## src/rtl/adm_pkg.sv

```systemverilog
package adm_pkg;

    localparam int PRIO_W   = 2;
    localparam int PRIO_TOP = 3;

    typedef enum logic {
        ST_RESERVE,
        ST_SERVE
    } adm_state_e;

    // Responses are judged one level above the priority they carry, held at the top level.
    function automatic logic [PRIO_W-1:0] effective_prio(
        input logic [PRIO_W-1:0] carried,
        input logic              is_resp
    );
        if (is_resp && (carried != PRIO_W'(PRIO_TOP)))
            return carried + 1'b1;
        return carried;
    endfunction

endpackage

```

## src/rtl/adm_req_class.sv

```systemverilog
module adm_req_class
    import adm_pkg::*;
#(
    parameter int SLOT_BYTES = 268,
    parameter int THR_LOW    = 1000,
    parameter int THR_HIGH   = 0,
    parameter int LEN_W      = 9,
    parameter int FREE_W     = 15
) (
    input  logic [PRIO_W-1:0] prio,
    input  logic              is_resp,
    input  logic [LEN_W-1:0]  len,
    output logic              len_ok,
    output logic [FREE_W-1:0] need
);

    logic [PRIO_W-1:0] eff;
    logic [FREE_W-1:0] thr;
    logic [FREE_W-1:0] len_w;

    always_comb begin
        eff    = effective_prio(prio, is_resp);
        thr    = (eff == '0) ? FREE_W'(THR_LOW) : FREE_W'(THR_HIGH);
        len_w  = FREE_W'(len);
        len_ok = (len != '0) && (len_w <= FREE_W'(SLOT_BYTES));
        need   = (thr > len_w) ? thr : len_w;
    end

endmodule

```

## src/rtl/adm_pool_ledger.sv

```systemverilog
module adm_pool_ledger #(
    parameter int NPORTS     = 4,
    parameter int POOL_BYTES = 16384,
    parameter int SLOT_BYTES = 268,
    parameter int LEN_W      = 9,
    parameter int FREE_W     = 15,
    parameter int IDX_W      = 2
) (
    input  logic                           clk,
    input  logic                           rst,
    input  logic                           grab_en,
    input  logic [IDX_W-1:0]               grab_idx,
    input  logic                           serve_en,
    input  logic [NPORTS-1:0]              req_valid,
    input  logic [NPORTS-1:0][LEN_W-1:0]   req_len,
    input  logic [NPORTS-1:0]              len_ok,
    input  logic [NPORTS-1:0][FREE_W-1:0]  need,
    input  logic [NPORTS-1:0]              rel_valid,
    input  logic [NPORTS-1:0][LEN_W-1:0]   rel_len,
    output logic [NPORTS-1:0]              acc_n,
    output logic [NPORTS-1:0]              rty_n,
    output logic [NPORTS-1:0]              err_n,
    output logic [FREE_W-1:0]              free_q,
    output logic [NPORTS-1:0][FREE_W-1:0]  occ_q,
    output logic [NPORTS-1:0]              resv_q
);

    typedef logic [FREE_W:0] run_t;

    run_t                          f;
    logic [NPORTS-1:0][FREE_W-1:0] o;
    logic [NPORTS-1:0]             r;

    // Event order within one cycle: releases, arrivals, re-grabs.
    always_comb begin
        f     = run_t'(free_q);
        o     = occ_q;
        r     = resv_q;
        acc_n = '0;
        rty_n = '0;
        err_n = '0;

        for (int p = 0; p < NPORTS; p++) begin
            if (rel_valid[p]) begin
                if (FREE_W'(rel_len[p]) > o[p]) begin
                    err_n[p] = 1'b1;
                end else begin
                    o[p] = o[p] - FREE_W'(rel_len[p]);
                    f    = f + run_t'(rel_len[p]);
                end
            end
        end

        if (grab_en) begin
            f           = f - run_t'(SLOT_BYTES);
            r[grab_idx] = 1'b1;
        end

        for (int p = 0; p < NPORTS; p++) begin
            if (req_valid[p]) begin
                if (!serve_en || !len_ok[p]) begin
                    rty_n[p] = 1'b1;
                end else if (r[p]) begin
                    acc_n[p] = 1'b1;
                    r[p]     = 1'b0;
                    o[p]     = o[p] + FREE_W'(req_len[p]);
                    f        = f + run_t'(SLOT_BYTES) - run_t'(req_len[p]);
                end else if (f >= run_t'(need[p])) begin
                    acc_n[p] = 1'b1;
                    o[p]     = o[p] + FREE_W'(req_len[p]);
                    f        = f - run_t'(req_len[p]);
                end else begin
                    rty_n[p] = 1'b1;
                end
            end
        end

        if (serve_en) begin
            for (int p = 0; p < NPORTS; p++) begin
                if (!r[p] && (f >= run_t'(SLOT_BYTES))) begin
                    r[p] = 1'b1;
                    f    = f - run_t'(SLOT_BYTES);
                end
            end
        end
    end

    always_ff @(posedge clk) begin
        if (rst) begin
            free_q <= FREE_W'(POOL_BYTES);
            occ_q  <= '0;
            resv_q <= '0;
        end else begin
            free_q <= f[FREE_W-1:0];
            occ_q  <= o;
            resv_q <= r;
        end
    end

endmodule

```

## src/rtl/adm_admission_ctl.sv

```systemverilog
module adm_admission_ctl
    import adm_pkg::*;
#(
    parameter int NPORTS      = 4,
    parameter int POOL_BYTES  = 16384,
    parameter int MAX_PAYLOAD = 256,
    parameter int HDR_BYTES   = 12,
    parameter int THR_LOW     = 1000,
    parameter int THR_HIGH    = 0,
    parameter int LEN_W       = $clog2(MAX_PAYLOAD + HDR_BYTES + 1),
    parameter int FREE_W      = $clog2(POOL_BYTES + 1)
) (
    input  logic                          clk,
    input  logic                          rst,
    input  logic [NPORTS-1:0]             req_valid,
    input  logic [NPORTS-1:0][PRIO_W-1:0] req_prio,
    input  logic [NPORTS-1:0]             req_resp,
    input  logic [NPORTS-1:0][LEN_W-1:0]  req_len,
    input  logic [NPORTS-1:0]             rel_valid,
    input  logic [NPORTS-1:0][LEN_W-1:0]  rel_len,
    output logic [NPORTS-1:0]             acc,
    output logic [NPORTS-1:0]             rty,
    output logic [NPORTS-1:0]             rel_err,
    output logic [FREE_W-1:0]             free_bytes
);

    localparam int SLOT_BYTES = MAX_PAYLOAD + HDR_BYTES;
    localparam int IDX_W      = (NPORTS > 1) ? $clog2(NPORTS) : 1;

    adm_state_e                    state_q;
    adm_state_e                    state_d;
    logic [IDX_W-1:0]              idx_q;
    logic                          in_reserve;
    logic [NPORTS-1:0]             len_ok;
    logic [NPORTS-1:0][FREE_W-1:0] need;
    logic [NPORTS-1:0]             acc_n;
    logic [NPORTS-1:0]             rty_n;
    logic [NPORTS-1:0]             err_n;
    logic [NPORTS-1:0][FREE_W-1:0] occ_w;
    logic [NPORTS-1:0]             resv_w;

    // Next-state logic: ST_RESERVE takes one reservation per cycle, then ST_SERVE.
    always_comb begin
        state_d = state_q;
        unique case (state_q)
            ST_RESERVE: if (idx_q == IDX_W'(NPORTS - 1)) state_d = ST_SERVE;
            ST_SERVE:   state_d = ST_SERVE;
        endcase
    end

    // State register.
    always_ff @(posedge clk) begin
        if (rst) begin
            state_q <= ST_RESERVE;
            idx_q   <= '0;
        end else begin
            state_q <= state_d;
            if (state_q == ST_RESERVE) idx_q <= idx_q + 1'b1;
        end
    end

    assign in_reserve = (state_q == ST_RESERVE);

    generate
        for (genvar p = 0; p < NPORTS; p++) begin : g_class
            adm_req_class #(
                .SLOT_BYTES (SLOT_BYTES),
                .THR_LOW    (THR_LOW),
                .THR_HIGH   (THR_HIGH),
                .LEN_W      (LEN_W),
                .FREE_W     (FREE_W)
            ) class_i (
                .prio    (req_prio[p]),
                .is_resp (req_resp[p]),
                .len     (req_len[p]),
                .len_ok  (len_ok[p]),
                .need    (need[p])
            );
        end
    endgenerate

    adm_pool_ledger #(
        .NPORTS     (NPORTS),
        .POOL_BYTES (POOL_BYTES),
        .SLOT_BYTES (SLOT_BYTES),
        .LEN_W      (LEN_W),
        .FREE_W     (FREE_W),
        .IDX_W      (IDX_W)
    ) ledger_i (
        .clk       (clk),
        .rst       (rst),
        .grab_en   (in_reserve),
        .grab_idx  (idx_q),
        .serve_en  (!in_reserve),
        .req_valid (req_valid),
        .req_len   (req_len),
        .len_ok    (len_ok),
        .need      (need),
        .rel_valid (rel_valid),
        .rel_len   (rel_len),
        .acc_n     (acc_n),
        .rty_n     (rty_n),
        .err_n     (err_n),
        .free_q    (free_bytes),
        .occ_q     (occ_w),
        .resv_q    (resv_w)
    );

    // Output register.
    always_ff @(posedge clk) begin
        if (rst) begin
            acc     <= '0;
            rty     <= '0;
            rel_err <= '0;
        end else begin
            acc     <= acc_n;
            rty     <= rty_n;
            rel_err <= err_n;
        end
    end

endmodule

```

## config.mk

```make
export PLATFORM = sky130hd
export DESIGN_NAME = adm_admission_ctl
export DESIGN_NICKNAME = d
export VERILOG_FILES = /design/src/rtl/adm_pkg.sv /design/src/rtl/adm_req_class.sv /design/src/rtl/adm_pool_ledger.sv /design/src/rtl/adm_admission_ctl.sv
export SDC_FILE = /design/constraint.sdc
export NUM_CORES = 1
export LEC_CHECK = 0
export BUFFER_PORTS_ARGS = -buffer_cell sky130_fd_sc_hd__buf_2
export CELL_PAD_IN_SITES_DETAIL_PLACEMENT = 0
export CELL_PAD_IN_SITES_GLOBAL_PLACEMENT = 1
export CORE_MARGIN = 2
export CORE_UTILIZATION = 36
export DETAILED_ROUTE_END_ITERATION = 6
export PLACE_DENSITY_LB_ADDON = 0.1
export SLEW_MARGIN = 5
export SYNTH_ARGS = -nofsm -noshare
export SYNTH_HDL_FRONTEND = slang
export SYNTH_SLANG_ARGS = --single-unit
```

## constraint.sdc

```tcl
create_clock -name clk -period 61 [get_ports clk]
set_input_delay 6.1 -clock clk [delete_from_list [all_inputs] [get_ports clk]]
set_output_delay 6.1 -clock clk [all_outputs]
set_load 0.005 [all_outputs]
```

# After elaboration in Yosys (flattened, before gate mapping)
# Index checks and enable logic that the tools add are counted.
# word_totals
regBits	94
latchBits	0
ramBits	0
mem_bits_ro	0
in_bits	94
out_inout_bits	27
word_cells	256
n_memories	0
# classes
add_sub_neg	34
mul	0
n_div	0
magnitude_cmp	22
eq_ne	5
n_shift	0
muxes	119
n_bitwise	10
n_reduce_logical	46
# ops
cell	n
$mux 16	31
$mux 15	30
$sub 16x9->16	8
$add 16x9->16 const B	4
$ge 16x15->1	4
$ge 16x9->1 const B	4
$sub 16x9->16 const B	4
$add 15x9->15	4
$gt 15x9->1	4
$gt 9x15->1	4
$sub 15x9->15	4
$add 16x9->16	3
$mux 1	42
$mux 10	4
$le 9x9->1 const B	4
$reduce_bool 9->1	4
$add 15x9->16	1
$mux 2	8
$reduce_or 2->1	8
$sub 15x9->15 const B	1
$logic_and 1x1->1	13
$reduce_or 3->1	4
$add 2x1->2 const B	5
$logic_not 1->1	9
other kinds (11)	29

# Logic depth before layout (Yosys ltp)
# depth
depth_word	50
mapped_depth	127
depth_no_buf	118

# Hierarchy
# A second synthesis with hierarchy kept.
# hier_totals
cells_unflattened	3046
area_unflattened_um2	22530.4
# modules_own_cells
mod	n_inst	cells_per_inst	area_each_um2	seq_area_each_um2
adm_pool_ledger	1	2854	20860.0	1581.5
adm_req_class	4	39	307.8	0.0
adm_admission_ctl	1	36	439.2	300.3

# Worst setup path after synthesis
# No wires, ideal clock.
# synth_timing
path_type	input to register
start	in rel_len[7] (netlist name)
end	reg ledger_i.free_q[7]
setup_ns	0.088
arrival_ns	29.233
required_ns	60.912
setup_slack_ns	31.679
path_stages	116
path_buffers	11
cell_sequence	inv_1 ha_1 and4bb_1 and4_4 a221oi_2 buf_4 nor2_1 buf_2 nand2_1 nand2_1 ha_1 fa_1 a21o_1 a21oi_1 xor2_1 a22oi_1 ha_1 and2_1 [... 80 more ...] inv_1 nand2_1 o2bb2ai_2 a21oi_4 or4_1 mux2i_1 or4_1 buf_2 o31ai_2 xnor2_1 ha_1 inv_1 nor2_1 a211oi_4 a31oi_4 clkbuf_1 nand4_1 a311oi_2
# synth_between
elab_chain_cells	50
# synth_rtl
element	line	rtl
start: declaration	adm_admission_ctl.sv:20	input logic [NPORTS-1:0][LEN_W-1:0] rel_len,
$add 15x9->16 or $gt 9x15->1 (tied branches)	adm_pool_ledger.sv:49, adm_pool_ledger.sv:45	
$mux 16 (*)	adm_pool_ledger.sv:45	if (FREE_W'(rel_len[p]) > o[p]) begin
$mux 16 (*)	adm_pool_ledger.sv:44	if (rel_valid[p]) begin
$add 16x9->16	adm_pool_ledger.sv:49	f = f + run_t'(rel_len[p]);
$mux 16	adm_pool_ledger.sv:45	
$mux 16 (*)	adm_pool_ledger.sv:44	
$add 16x9->16	adm_pool_ledger.sv:49	
$mux 16	adm_pool_ledger.sv:45	
[... 34 more ...]	--	
$ge 16x9->1	adm_pool_ledger.sv:80	if (!r[p] && (f >= run_t'(SLOT_BYTES))) begin
$logic_and 1x1->1	adm_pool_ledger.sv:80	
$mux 16	adm_pool_ledger.sv:80	
$mux 16	adm_pool_ledger.sv:78	if (serve_en) begin
$ge 16x9->1	adm_pool_ledger.sv:80	
$logic_and 1x1->1	adm_pool_ledger.sv:80	
$mux 15	adm_pool_ledger.sv:80	
$mux 15 (*)	adm_pool_ledger.sv:78	
end signal: assignment	adm_pool_ledger.sv:90	free_q <= FREE_W'(POOL_BYTES);
end signal: assignment	adm_pool_ledger.sv:94	free_q <= f[FREE_W-1:0];
end: declaration	adm_pool_ledger.sv:23	output logic [FREE_W-1:0] free_q,
# Every way passes the cells marked *; elsewhere a longest branch is shown, timed or not. The select of a mux whose other input is x is not followed.
# A chain may end at the register's enable or synchronous reset.

# Worst setup path in the final report
# layout_timing
start	in rel_len[8] (netlist name)
end	reg ledger_i.free_q[3]
# The elaborated chain is that of the path after synthesis.

==> metrics.md <==
| Metric | Value |
|---|---|
| Critical R2R Launch | `ledger_i.occ_q[7]$_SDFF_PP0_` |
| Worst-Margin Slew | `1.17 ns` |
| Hold depth | `2` |
| Capturing point of the worst reg2reg path | `ledger_i.free_q[3]$_SDFF_PP0_` |
| Initial DRC Count | `roughly 1900` |
| Sequential area share after synthesis | `8.31%` |
| DP Cell Count | `~4000` |
| Nets | `3658` |
| Reg clk slew, reported paths | `0.10 ns` |
| Largest net degree at the start of global routing | `46` |
| Vias/cell | `5.75` |
| CP Capture Type | `register` |
| MaxCap Viol Count | `0` |
| Crit Path Class | `in2reg` |
| Post-DP HPWL | `73.6 mm` |
| Synth top area cells | `ha_1, dfxtp_1, xnor2_1, a21oi_1, nor2_1` |
| Layout cells sized above 1 | `8.58%` |
| Final period util | `between 50% and 60%` |
| Crit path largest cell delay | `0.74 ns` |
| Hold Buf Count CTS | `0` |
| Setup slack, reg-to-reg | `33.29 ns` |
| Clk Latency, worst-skew pair | `roughly 0.40 ns` |
| Clock sink total | `94` |
| Die height | `255 um` |
| Initial antenna violation count | `3` |
| # port buffers | `120` |
| Synth area leader | `ha_1` |
| Wirelength per Cell | `between 20 and 25 um` |
| Yosys cell types | `130` |
| Starting Density | `36.6%` |
| Critical path required time | `slightly above 60 ns` |
| ANT nets after route | `0` |
| Worst min-delay path endpoint | `ledger_i.occ_q[44]$_SDFF_PP0_` |
| Share of the synthesized area in the top cell type | `18.4%` |
| DRT Pass-1 Iters | `6` |
| CTS Buf Count | `9` |
| Remaining global-route overflow | `0` |
| Setup crit start kind | `input pin` |
| CP max-delay cell | `or4_1` |
| Hold Path Class | `reg2reg` |
| DR vias | `23200` |
| DRC | `0` |
| Final setup violation count | `0` |
| Area of the die | `65000 um2` |
| Routed WL | `slightly below 90 mm` |
| Async S/R FF share, synth | `0%` |
| Slew headroom | `21.2%` |
| Commonest non-fill, non-tap cells in the layout | `ha_1, nor2_1, nand2_1` |
| Status | `finished, final reports clean` |
| Final GP Congestion | `0.942` |
| Die width | `between 200 and 300 um` |
| WP data arrival | `about 34 ns` |
| Layout Cells excl Fill | `4031` |
| Vias in the first global route | `22300` |
| CTS tree | `built` |
| First-pass GRT wire length | `134 mm` |
| EDFF count, synth | `0` |
| Max H-tree Level | `3` |
| Synth Cell Area | `roughly 23000 um2` |
| Crit path max fanout | `26` |
| Ys Warns | `0` |
| Clk_skew | `0.0240 ns` |
| Synth Instances | `roughly 3100` |
| Rows | `91` |
| Antenna Cells | `0` |
| CP most frequent cell | `a21o_1` |
| Unrepaired setup endpoints after global routing | `false` |
| Min Tclk post-route | `33.28 ns` |
| # IOs | `121` |
| Commonest non-fill, non-tap cell in the layout | `ha_1` |
| Core Region | `just over 60000 um2` |
| Cell area after layout | `24500 um2` |
| Root Driver | `clkbuf_16` |
| #FFs+latches synth | `94` |
| Final hold violations | `0` |
| Placed Area | `roughly 24000 um2` |
| Max Root-Sink Buffers | `2` |
| Worst reg2reg path depth | `105` |
| Slew Viols, Final | `0` |
| Final setup TNS | `0 ns` |
| GRT Util Overall | `approximately 27%` |
| Syn_nets | `3577` |
| Setup Buffers After CTS | `0` |
| Fmax | `30.0 MHz` |
| HP Start | `ledger_i.occ_q[44]$_SDFF_PP0_` |
| CTS resizes | `0` |
| Synthesis-to-layout area growth | `8.22%` |
| Mean area per synthesized cell | `~7.3 um2` |
| Commonest register cell after synthesis | `dfxtp_1` |
[registers in the layout, summed over array words and instances (netlist names)]
register and cells:
acc 4, idx_q 2, ledger_i.free_q 15, ledger_i.occ_q 60, ledger_i.resv_q 4, rel_err 4, rty 4, state_q 1
[worst max-delay path: cells and delay by family]
family                     cells  cell delay (ns)
AOI/OAI and AO/OA             51            12.41
xor gates and xnor gates       4             1.23
buffers and inverters         11             1.79
muxes                          3             0.81
and+or+nand+nor               27             7.71
adders and majority gates     11             3.48
[routing by layer]
| metal | vias to the layer above | GRT usage, % | share of wire (%) |
|---|---|---|---|
| met5 | - | 0 | 0 |
| met4 | 0 | 6.95 | 2.4 |
| met3 | 84 | 2.80 | 4.1 |
| met2 | 565 | 43.6 | 45 |
| met1 | 11100 | 38.0 | 49 |
| li1 | 11400 | - | - |
[stage by stage]
step	setup WS, ns	utilization [%]	hold WS [ns]
floorplan	31.68	-	0.481
global placement	28.15	39.1	0.503
detailed placement	27.47	39.1	0.542
CTS	27.82	39.6	0.565
global route	25.39	39.6	0.570
finish	27.72	39.6	0.547
[worst max path at each step]
stage	startpoint	slack (ns)	cells past startpoint	to
final	rel_len[8]	27.72	107	ledger_i.free_q[3]$_SDFF_PP0_
after CTS	rel_len[8]	27.82	108	ledger_i.free_q[3]$_SDFF_PP0_
after global routing	rel_len[8]	25.39	107	ledger_i.free_q[3]$_SDFF_PP0_
after detailed placement	rel_len[8]	27.47	108	ledger_i.free_q[3]$_SDFF_PP0_
after floorplan	rel_len[7]	31.68	116	ledger_i.free_q[7]$_SDFF_PP0_
after global placement	rel_len[8]	28.15	108	ledger_i.free_q[3]$_SDFF_PP0_
[synthesized netlist by cell type (55+ instances only)]
master,n
a211oi_1,67
nor3_1,82
nor2_1,293
ha_1,334
a21oi_1,228
dfxtp_1,94
inv_1,270
xnor2_1,151
nand3_1,72
nand2_1,279
clkbuf_1,55
a21o_1,90
o21ai_0,158
xor2_1,68
[logic make-up (layout without fill, tap and decap cells)]
| logic type | after synthesis | count (layout) | share of synthesized area [%] |
|---|---|---|---|
| AOI/OAI and AO/OA | 977 | 977 | 29.9 |
| adders and majority gates | 375 | 375 | 22.1 |
| xor gates and xnor gates | 226 | 226 | 9.07 |
| DFF | 94 | 94 | 8.31 |
| and+or+nand+nor | 1034 | 1034 | 22.3 |
| muxes | 42 | 42 | 2.11 |
| buffers and inverters | 360 | 446 | 6.16 |
[area by class of cell]
cell class                 count  area, um2
multi-input combinational   2654      19400
clock buffer                   9        225
sequential                    94       1880
timing repair buffer         154        858
fill                        6602      37400
inverter                     276       1040
clock inverter                 7       73.8
tap                          837       1050
Power is not shown: default switching activity piles up to over one toggle a cycle in this logic, so the estimate is an artifact.
